[src/rtl/bus_txn_seq.sv]
`timescale 1ns/1ps
module bus_txn_seq #(
  parameter int ADDR_W    = 24,
  parameter int SR_RD_CYC = 4,
  parameter int SR_WR_LO  = 2,
  parameter int SR_WR_HI  = 2
) (
  input  logic        clk,
  input  logic        rst,
  input  logic        req_valid,
  input  logic        req_write,
  input  logic [1:0]  req_size,
  input  logic        req_status,
  input  logic [31:0] req_addr,
  input  logic [31:0] req_wdata,
  output logic        ack,
  output logic [31:0] rdata,
  output logic [2:0]  cmd,
  output logic [15:0] bus_out,
  output logic        bus_oe,
  input  logic [15:0] bus_in,
  output logic        wr_n,
  output logic        rd_n,
  input  logic        rdy,
  input  logic        irq_n,
  output logic [2:0]  ipl
);
  localparam int SR_WR_CYC = SR_WR_LO + SR_WR_HI;
  localparam int CNT_MAX   = (SR_RD_CYC > SR_WR_CYC) ? SR_RD_CYC : SR_WR_CYC;
  localparam int CNT_W     = $clog2(CNT_MAX + 1);
  localparam logic [1:0] SZ_BYTE = 2'd0;
  localparam logic [1:0] SZ_LONG = 2'd2;

  typedef enum logic [3:0] {
    S_IDLE, S_AL0, S_AL1, S_AH0, S_AH1, S_D0, S_D1,
    S_WWAIT, S_RWAIT, S_SW, S_SR, S_DONE
  } state_t;

  state_t            state;
  logic              op_wr, op_byte, op_long, op_stat, op_poll, half;
  logic [ADDR_W-1:0] addr;
  logic [31:0]       wdata, rbuf;
  logic [CNT_W-1:0]  cnt;
  logic [ADDR_W-1:0] cur_addr;
  logic [31:0]       addr_ext;
  logic [15:0]       wword;
  logic              last_word;
  logic              unused_addr_hi;

  assign unused_addr_hi = ^req_addr[31:ADDR_W];
  assign cur_addr  = half ? addr + ADDR_W'(2) : addr;
  assign addr_ext  = 32'(cur_addr);
  assign last_word = !op_long || half;

  always_comb begin
    if (op_stat)      wword = wdata[15:0];
    else if (op_byte) wword = cur_addr[0] ? {8'h00, wdata[7:0]} : {2{wdata[7:0]}};
    else if (op_long) wword = half ? wdata[15:0] : wdata[31:16];
    else              wword = wdata[15:0];
  end

  always_comb begin
    if (state == S_IDLE) cmd = 3'b000;
    else if (op_stat)    cmd = 3'b100;
    else                 cmd = {1'b0, op_byte, !op_wr};
  end

  always_comb begin
    case (state)
      S_AL0, S_AL1:     bus_out = addr_ext[15:0];
      S_AH0, S_AH1:     bus_out = addr_ext[31:16];
      S_D0, S_D1, S_SW: bus_out = wword;
      default:          bus_out = 16'h0000;
    endcase
  end

  assign bus_oe = (state == S_AL0) || (state == S_AL1) || (state == S_AH0) ||
                  (state == S_AH1) || (state == S_D0)  || (state == S_D1)  ||
                  (state == S_SW);
  assign wr_n   = !((state == S_AL0) || (state == S_AH0) || (state == S_D0) ||
                    ((state == S_SW) && (cnt < CNT_W'(SR_WR_LO))));
  assign rd_n   = !((state == S_RWAIT) || (state == S_SR));
  assign ack    = (state == S_DONE) && !op_poll;
  assign rdata  = rbuf;

  always_ff @(posedge clk) begin
    if (rst) begin
      state   <= S_IDLE;
      op_wr   <= 1'b0;
      op_byte <= 1'b0;
      op_long <= 1'b0;
      op_stat <= 1'b0;
      op_poll <= 1'b0;
      half    <= 1'b0;
      addr    <= '0;
      wdata   <= '0;
      cnt     <= '0;
      rbuf    <= '0;
      ipl     <= '0;
    end else begin
      case (state)
        S_IDLE: begin
          if (irq_n) ipl <= '0;
          cnt  <= '0;
          half <= 1'b0;
          if (req_valid) begin
            op_wr   <= req_write;
            op_stat <= req_status;
            op_poll <= 1'b0;
            op_byte <= !req_status && (req_size == SZ_BYTE);
            op_long <= !req_status && (req_size == SZ_LONG);
            addr    <= req_addr[ADDR_W-1:0];
            wdata   <= req_wdata;
            state   <= req_status ? (req_write ? S_SW : S_SR) : S_AL0;
          end else if (!irq_n) begin
            op_wr   <= 1'b0;
            op_stat <= 1'b1;
            op_poll <= 1'b1;
            op_byte <= 1'b0;
            op_long <= 1'b0;
            state   <= S_SR;
          end
        end
        S_AL0: state <= S_AL1;
        S_AL1: state <= S_AH0;
        S_AH0: state <= S_AH1;
        S_AH1: state <= op_wr ? S_D0 : S_RWAIT;
        S_D0:  state <= S_D1;
        S_D1:  state <= S_WWAIT;
        S_WWAIT: begin
          if (!rdy) begin
            half  <= 1'b1;
            state <= last_word ? S_DONE : S_AL0;
          end
        end
        S_RWAIT: begin
          if (rdy) begin
            if (op_byte)      rbuf <= {24'h0, cur_addr[0] ? bus_in[7:0] : bus_in[15:8]};
            else if (!op_long) rbuf <= {16'h0, bus_in};
            else if (half)    rbuf[15:0] <= bus_in;
            else              rbuf[31:16] <= bus_in;
            half  <= 1'b1;
            state <= last_word ? S_DONE : S_AL0;
          end
        end
        S_SW: begin
          cnt <= cnt + 1'b1;
          if (cnt == CNT_W'(SR_WR_CYC - 1)) state <= S_DONE;
        end
        S_SR: begin
          cnt <= cnt + 1'b1;
          if (cnt == CNT_W'(SR_RD_CYC - 1)) begin
            if (op_poll) ipl  <= bus_in[15:13];
            else         rbuf <= {16'h0, bus_in};
            state <= S_DONE;
          end
        end
        S_DONE:  state <= S_IDLE;
        default: state <= S_IDLE;
      endcase
    end
  end

  p_rd_no_drive_r12: assert property (@(posedge clk) disable iff (rst)
    !(bus_oe && !rd_n));
  p_strobe_excl_r12: assert property (@(posedge clk) disable iff (rst)
    !(!wr_n && !rd_n));
  p_ack_pulse_r12: assert property (@(posedge clk) disable iff (rst)
    ack |=> !ack);
  p_cmd_hold_r2: assert property (@(posedge clk) disable iff (rst)
    (state != S_IDLE && $past(state) != S_IDLE) |-> $stable(cmd));
  p_wr_drives_r3: assert property (@(posedge clk) disable iff (rst)
    !wr_n |-> bus_oe);
  p_wr_wait_r4: assert property (@(posedge clk) disable iff (rst)
    (state == S_WWAIT && rdy) |=> (state == S_WWAIT && !bus_oe && wr_n));
  p_rd_wait_r5: assert property (@(posedge clk) disable iff (rst)
    (state == S_RWAIT && !rdy) |=> (state == S_RWAIT && !rd_n));
  p_sw_low_r9: assert property (@(posedge clk) disable iff (rst)
    ($fell(wr_n) && state == S_SW) |=> !wr_n);
  p_ipl_clear_r11: assert property (@(posedge clk) disable iff (rst)
    (state == S_IDLE && irq_n) |=> (ipl == 3'd0));
endmodule

[config.mk]
export PLATFORM = sky130hd
export DESIGN_NAME = bus_txn_seq
export DESIGN_NICKNAME = d
export VERILOG_FILES = /design/src/rtl/bus_txn_seq.sv
export SDC_FILE = /design/constraint.sdc
export NUM_CORES = 1
export LEC_CHECK = 0
export ABC_AREA = 0
export BUFFER_PORTS_ARGS = -buffer_cell sky130_fd_sc_hd__buf_2
export CAP_MARGIN = 20
export CORE_AREA = 8 8 114 116
export CTS_CLUSTER_DIAMETER = 120
export CTS_CLUSTER_SIZE = 40
export DETAILED_ROUTE_END_ITERATION = 7
export DIE_AREA = 0 0 122 124
export PLACE_DENSITY = 0.75
export SLEW_MARGIN = 20
export SYNTH_ARGS = -nofsm -noshare
export SYNTH_HDL_FRONTEND = slang
export SYNTH_SLANG_ARGS = --single-unit
[constraint.sdc]
create_clock -name clk -period 1.6 [get_ports clk]
set_input_delay 0.08 -clock clk [delete_from_list [all_inputs] [get_ports clk]]
set_output_delay 0.08 -clock clk [all_outputs]
set_load 0.01 [all_outputs]
==> results of run 1 <==
kinds of logic after synthesis:
group	Yosys count	share of synthesized area (%)
AND/OR/NAND/NOR	274	24.6
AO/OA/AOI/OAI	168	20.9
flip-flops	104	40.4
buffers and inverters	59	5.71
XOR/XNOR	23	3.91
multiplexers	19	3.72
adder cells (fa/ha/maj)	3	0.729
metal layers:
metal	global-route usage, %	overflow
met5	5.59	0
met4	62.3	4
met3	44.9	0
met2	82.6	7
met1	60.7	0
what timing repair did:
action / in CTS
gates resized for setup: 328
endpoints found under the setup margin: 121
buffers inserted: 39
pin swaps: 146
hold buffers: 68
hold endpoints to repair: 68
gates cloned: 23
metrics by stage:
step	TNS (ns)	instances	setup slack (ns)	hold WS, ns	area (sq um)
floorplan	0	650	0.00193	0.216	5200
global placement	-3.88	973	-0.249	0.321	6570
detailed placement	-7.12	973	-0.224	0.326	6570
CTS	-21.95	1118	-0.371	0.00246	9670
==> impl_metrics.json, run 1 <==
{
  "mappedNetlistArea_sq_um": 5150,
  "outcome": "stopped before the end",
  "die-width_um": 122,
  "dpl.hpwl_um": 12800,
  "grt_max_degree": 53,
  "netlist.area_leader.share_pct": 40.4,
  "die_h_um": 124,
  "io_pins": 147,
  "syn-instance-count": 650,
  "ys_seq_area_share_pct": 40.4,
  "ys.flop_type": "dfxtp_1",
  "initial_core_util_pct": 46.1,
  "avgSynthCellArea_sq_um": 7.92,
  "placementRows": 39,
  "track_usage_pct": 62.1,
  "htree_num_levels": 3,
  "ys_ff_latch": 104,
  "io_buffers": 138,
  "synth_common_cells": "155 x nand2_1, 104 x dfxtp_1, 90 x a21oi_1, 32 x nand3_1, 31 x nor2_1",
  "ys_types": 59,
  "stop_stage": "global routing (5_1_grt)",
  "yosysWarnings": 0,
  "clock_path_buffers": 2,
  "routabilityCongestion": 0.885,
  "syn_nets": 742,
  "synth.most_common_cell": "nand2_1",
  "synth-async-reset-ratio_pct": 0,
  "error_line": "[ERROR GRT-0232] Routing congestion too high. Check the congestion heatmap in the GUI.",
  "crit_endpoint": "bus_out[9]",
  "synth_edf_count": 0,
  "overflow": 11,
  "clockRootBuffer": "clkbuf_16",
  "cts.sinks": 104,
  "synth.area.top_cells": "dfxtp_1 40%, nand2_1 11%, a21oi_1 8.7%",
  "worst-ep-kind": "primary output",
  "synth_top_cell_by_area": "dfxtp_1",
  "cts_buffers": 9
}
==> run 2, diff against run 1 <==
Settings changed: CORE_AREA 8 8 114 116 to 8 8 123 125, CTS_CLUSTER_DIAMETER 120 to default, CTS_CLUSTER_SIZE 40 to default, DIE_AREA 0 0 122 124 to 0 0 131 133, PLACE_DENSITY 0.75 to default, PLACE_DENSITY_LB_ADDON from default to 0.15.
Clock period 1.6 ns to 2.1 ns, I/O delays scaled along.
==> run 2 against run 1 <==
  * The flow now finishes without violations
  * Synthesized area did not move
  * Synthesized cell count did not move
==> impl_metrics.json, run 2 <==
{
  "outcome": "finished, final reports clean",
  "finalCriticalPeriod_ns": 2.07,
  "rr_endpoint": "rdata[27]$_SDFFE_PP0P_",
  "finClkSkew_ns": 0.00733,
  "critPathRequiredTime_ns": 2.00,
  "synth_top_cell_by_area": "dfxtp_1",
  "placementRows": 42,
  "setup.worst_path.start_class": "register",
  "finalHoldViolCount": 0,
  "io_pins": 147,
  "setup_viol": 0,
  "drc": 0,
  "mappedNetlistArea_sq_um": 5150,
  "critPathKind": "register to primary output",
  "cts.sinks": 104,
  "holdPathStages": 3,
  "maxCapViolations": 0,
  "syn-instance-count": 650,
  "rr_startpoint": "cnt[1]$_SDFFE_PP0P_",
  "grt_pass1_vias": 5247,
  "crit_arrival_ns": 1.96,
  "fin_area_sq_um": 7240,
  "synth_edf_count": 0,
  "r2r.worst_path.cells": 7,
  "power_mw": 7.44,
  "path_max_fanout": 6,
  "cts_buffers": 9,
  "ys_types": 59,
  "drv_slew": 0,
  "worst_skew_pair.late_latency_ns": 0.36,
  "worst_pin_slew_ns": 0.714,
  "reg2reg_setup_slack_ns": 0.14,
  "routedWlPerCell_um": 17.1,
  "syn_to_final_growth_pct": 40.7,
  "min_to": "addr[7]$_SDFFE_PP0P_",
  "most-common-layout-cells": "155 x nand2_1, 138 x buf_2, 93 x dfxtp_1",
  "track_usage_pct": 19.9,
  "max-vdd-ir-drop_mv": 0.478,
  "synth.most_common_cell": "nand2_1",
  "max_freq_mhz": 484,
  "syn_nets": 742,
  "dp.cells": 958,
  "ys_seq_area_share_pct": 40.4,
  "timing.slew.headroom_pct": 52.4,
  "overflow": 0,
  "synth_common_cells": "155 x nand2_1, 104 x dfxtp_1, 90 x a21oi_1, 32 x nand3_1, 31 x nor2_1",
  "dpl.hpwl_um": 12500,
  "cpPeakStageDelay_ns": 0.37,
  "antenna_found_initial": 1,
  "clk_pin_slew_ns": 0.07,
  "io_buffers": 138,
  "cts_tree": "yes",
  "grt_max_degree": 57,
  "leakagePower_nw": 2.79,
  "regArea_sq_um": 2100,
  "crit_chain": "and4_4 -> nand4_4 -> nor3_1 -> xnor2_1 -> o21ai_1 -> buf_2",
  "vias": 5425,
  "die_h_um": 133,
  "min_period_over_period_pct": 98.4,
  "routed_via_density": 5.29,
  "multiInputGateArea_sq_um": 2980,
  "initial_core_util_pct": 39.3,
  "dpl_cell_area_sq_um": 6200,
  "die_area_sq_um": 17400,
  "critPathCaptureType": "primary output",
  "layout_commonest_cell": "nand2_1",
  "fin_util_pct": 55.4,
  "avgSynthCellArea_sq_um": 7.92,
  "layout.nets": 935,
  "synth-async-reset-ratio_pct": 0,
  "drt-initial-drc-count": 475,
  "grt_pass1_wl_um": 27400,
  "die-width_um": 131,
  "rsz0062_at_grt": "yes",
  "antenna_left": 0,
  "fillers": 1239,
  "firstDrtPassIters": 6,
  "p_per_area_nw_per_um2": 1030,
  "path_buf_inv": 1,
  "final_cells": 1025,
  "htree_num_levels": 3,
  "core_sq_um": 13100,
  "routabilityCongestion": 0.892,
  "wirelength_um": 17500,
  "layout-drive-gt1-share_pct": 30.1,
  "synth.area.top_cells": "dfxtp_1 40%, nand2_1 11%, a21oi_1 8.7%",
  "yosysWarnings": 0,
  "ys.flop_type": "dfxtp_1",
  "worstHoldPathType": "input pin to register",
  "clock_path_buffers": 2,
  "crit_family": "simple AND/OR/NAND/NOR gates",
  "netlist.area_leader.share_pct": 40.4,
  "slowest_stage": "dfxtp_1",
  "clockRootBuffer": "clkbuf_16",
  "ys_ff_latch": 104,
  "min_from": "req_addr[7]"
}
[run 2: cell counts after synthesis]
Identical to the previous run, type by type.
[run 2: logic make-up after synthesis]
family	count (synthesis)	share of synthesized area, %
AND/OR/NAND/NOR	274	24.6
AO/OA/AOI/OAI	168	20.9
flip-flops	104	40.4
buffers and inverters	59	5.71
XOR/XNOR	23	3.91
multiplexers	19	3.72
adder cells (fa/ha/maj)	3	0.729
[run 2: per-stage QoR]
stage / hold WS (ns) / setup slack (ns) / TNS (ns)
after floorplan: 0.241 / 0.378 / 0
final: 0.00523 / 0.0338 / 0
after global placement: 0.345 / 0.0815 / 0
after CTS: 0.00182 / -0.00811 / -0.0116
after detailed placement: 0.354 / 0.0444 / 0
after global routing: 0.0125 / -0.0671 / -0.0982
[run 2: how the worst max path moves through the flow]
| stage | start | endpoint | slack, ns | depth (start not counted) |
|---|---|---|---|---|
| 2_1_floorplan | cnt[0]$_SDFFE_PP0P_ | rdata[22]$_SDFFE_PP0P_ | 0.38 | 8 |
| 3_3_place_gp | state[1]$_SDFFE_PP0P_ | rdata[23]$_SDFFE_PP0P_ | 0.08 | 4 |
| 3_5_place_dp | state[1]$_SDFFE_PP0P_ | rdata[29]$_SDFFE_PP0P_ | 0.04 | 4 |
| 4_1_cts | half$_SDFFE_PP0P_ | bus_out[8] | -0.008 | 6 |
| 5_1_grt | addr[8]$_SDFFE_PP0P_ | bus_out[0] | -0.07 | 6 |
| 6_report | addr[9]$_SDFFE_PP0P_ | bus_out[0] | 0.03 | 6 |
[run 2: layer usage]
metal | wire length (um) | track usage (%)
met5 | 0 | 0
met4 | 335 | 8.10
met3 | 1220 | 4.90
met2 | 8090 | 29.6
met1 | 7860 | 26.7
[run 2: worst min-delay path: stages]
cell and delay [ns]:
buf_2 0.09, nand2_1 0.06, a21oi_1 0.05
[run 2: final cells by class]
cell class / instances / share of cell area (%)
Inverter: 13 / 0.674
Timing Repair Buffer: 227 / 21.9
Sequential cell: 104 / 29.0
Clock buffer: 11 / 3.35
Multi-Input combinational cell: 488 / 41.1
Antenna cell: 1 / 0.0345
Clock inverter: 5 / 0.864
Tap cell: 176 / 3.04
[run 2: repair_timing]
action,in CTS,in global routing
hold buffers,44,0
hold endpoints to repair,44,0
buffers inserted,1,3
cloned,1,1
endpoints found under the setup margin,12,16
resized for setup,23,40
pin swaps,2,6
[run 2: where the power goes]
| group | total [mW] | internal (mW) | switching [mW] |
|---|---|---|---|
| Clock | 1.75 | 0.969 | 0.784 |
| Combinational | 3.02 | 1.31 | 1.71 |
| Sequential | 2.67 | 2.32 | 0.355 |
(Power assumes the default switching activity.)
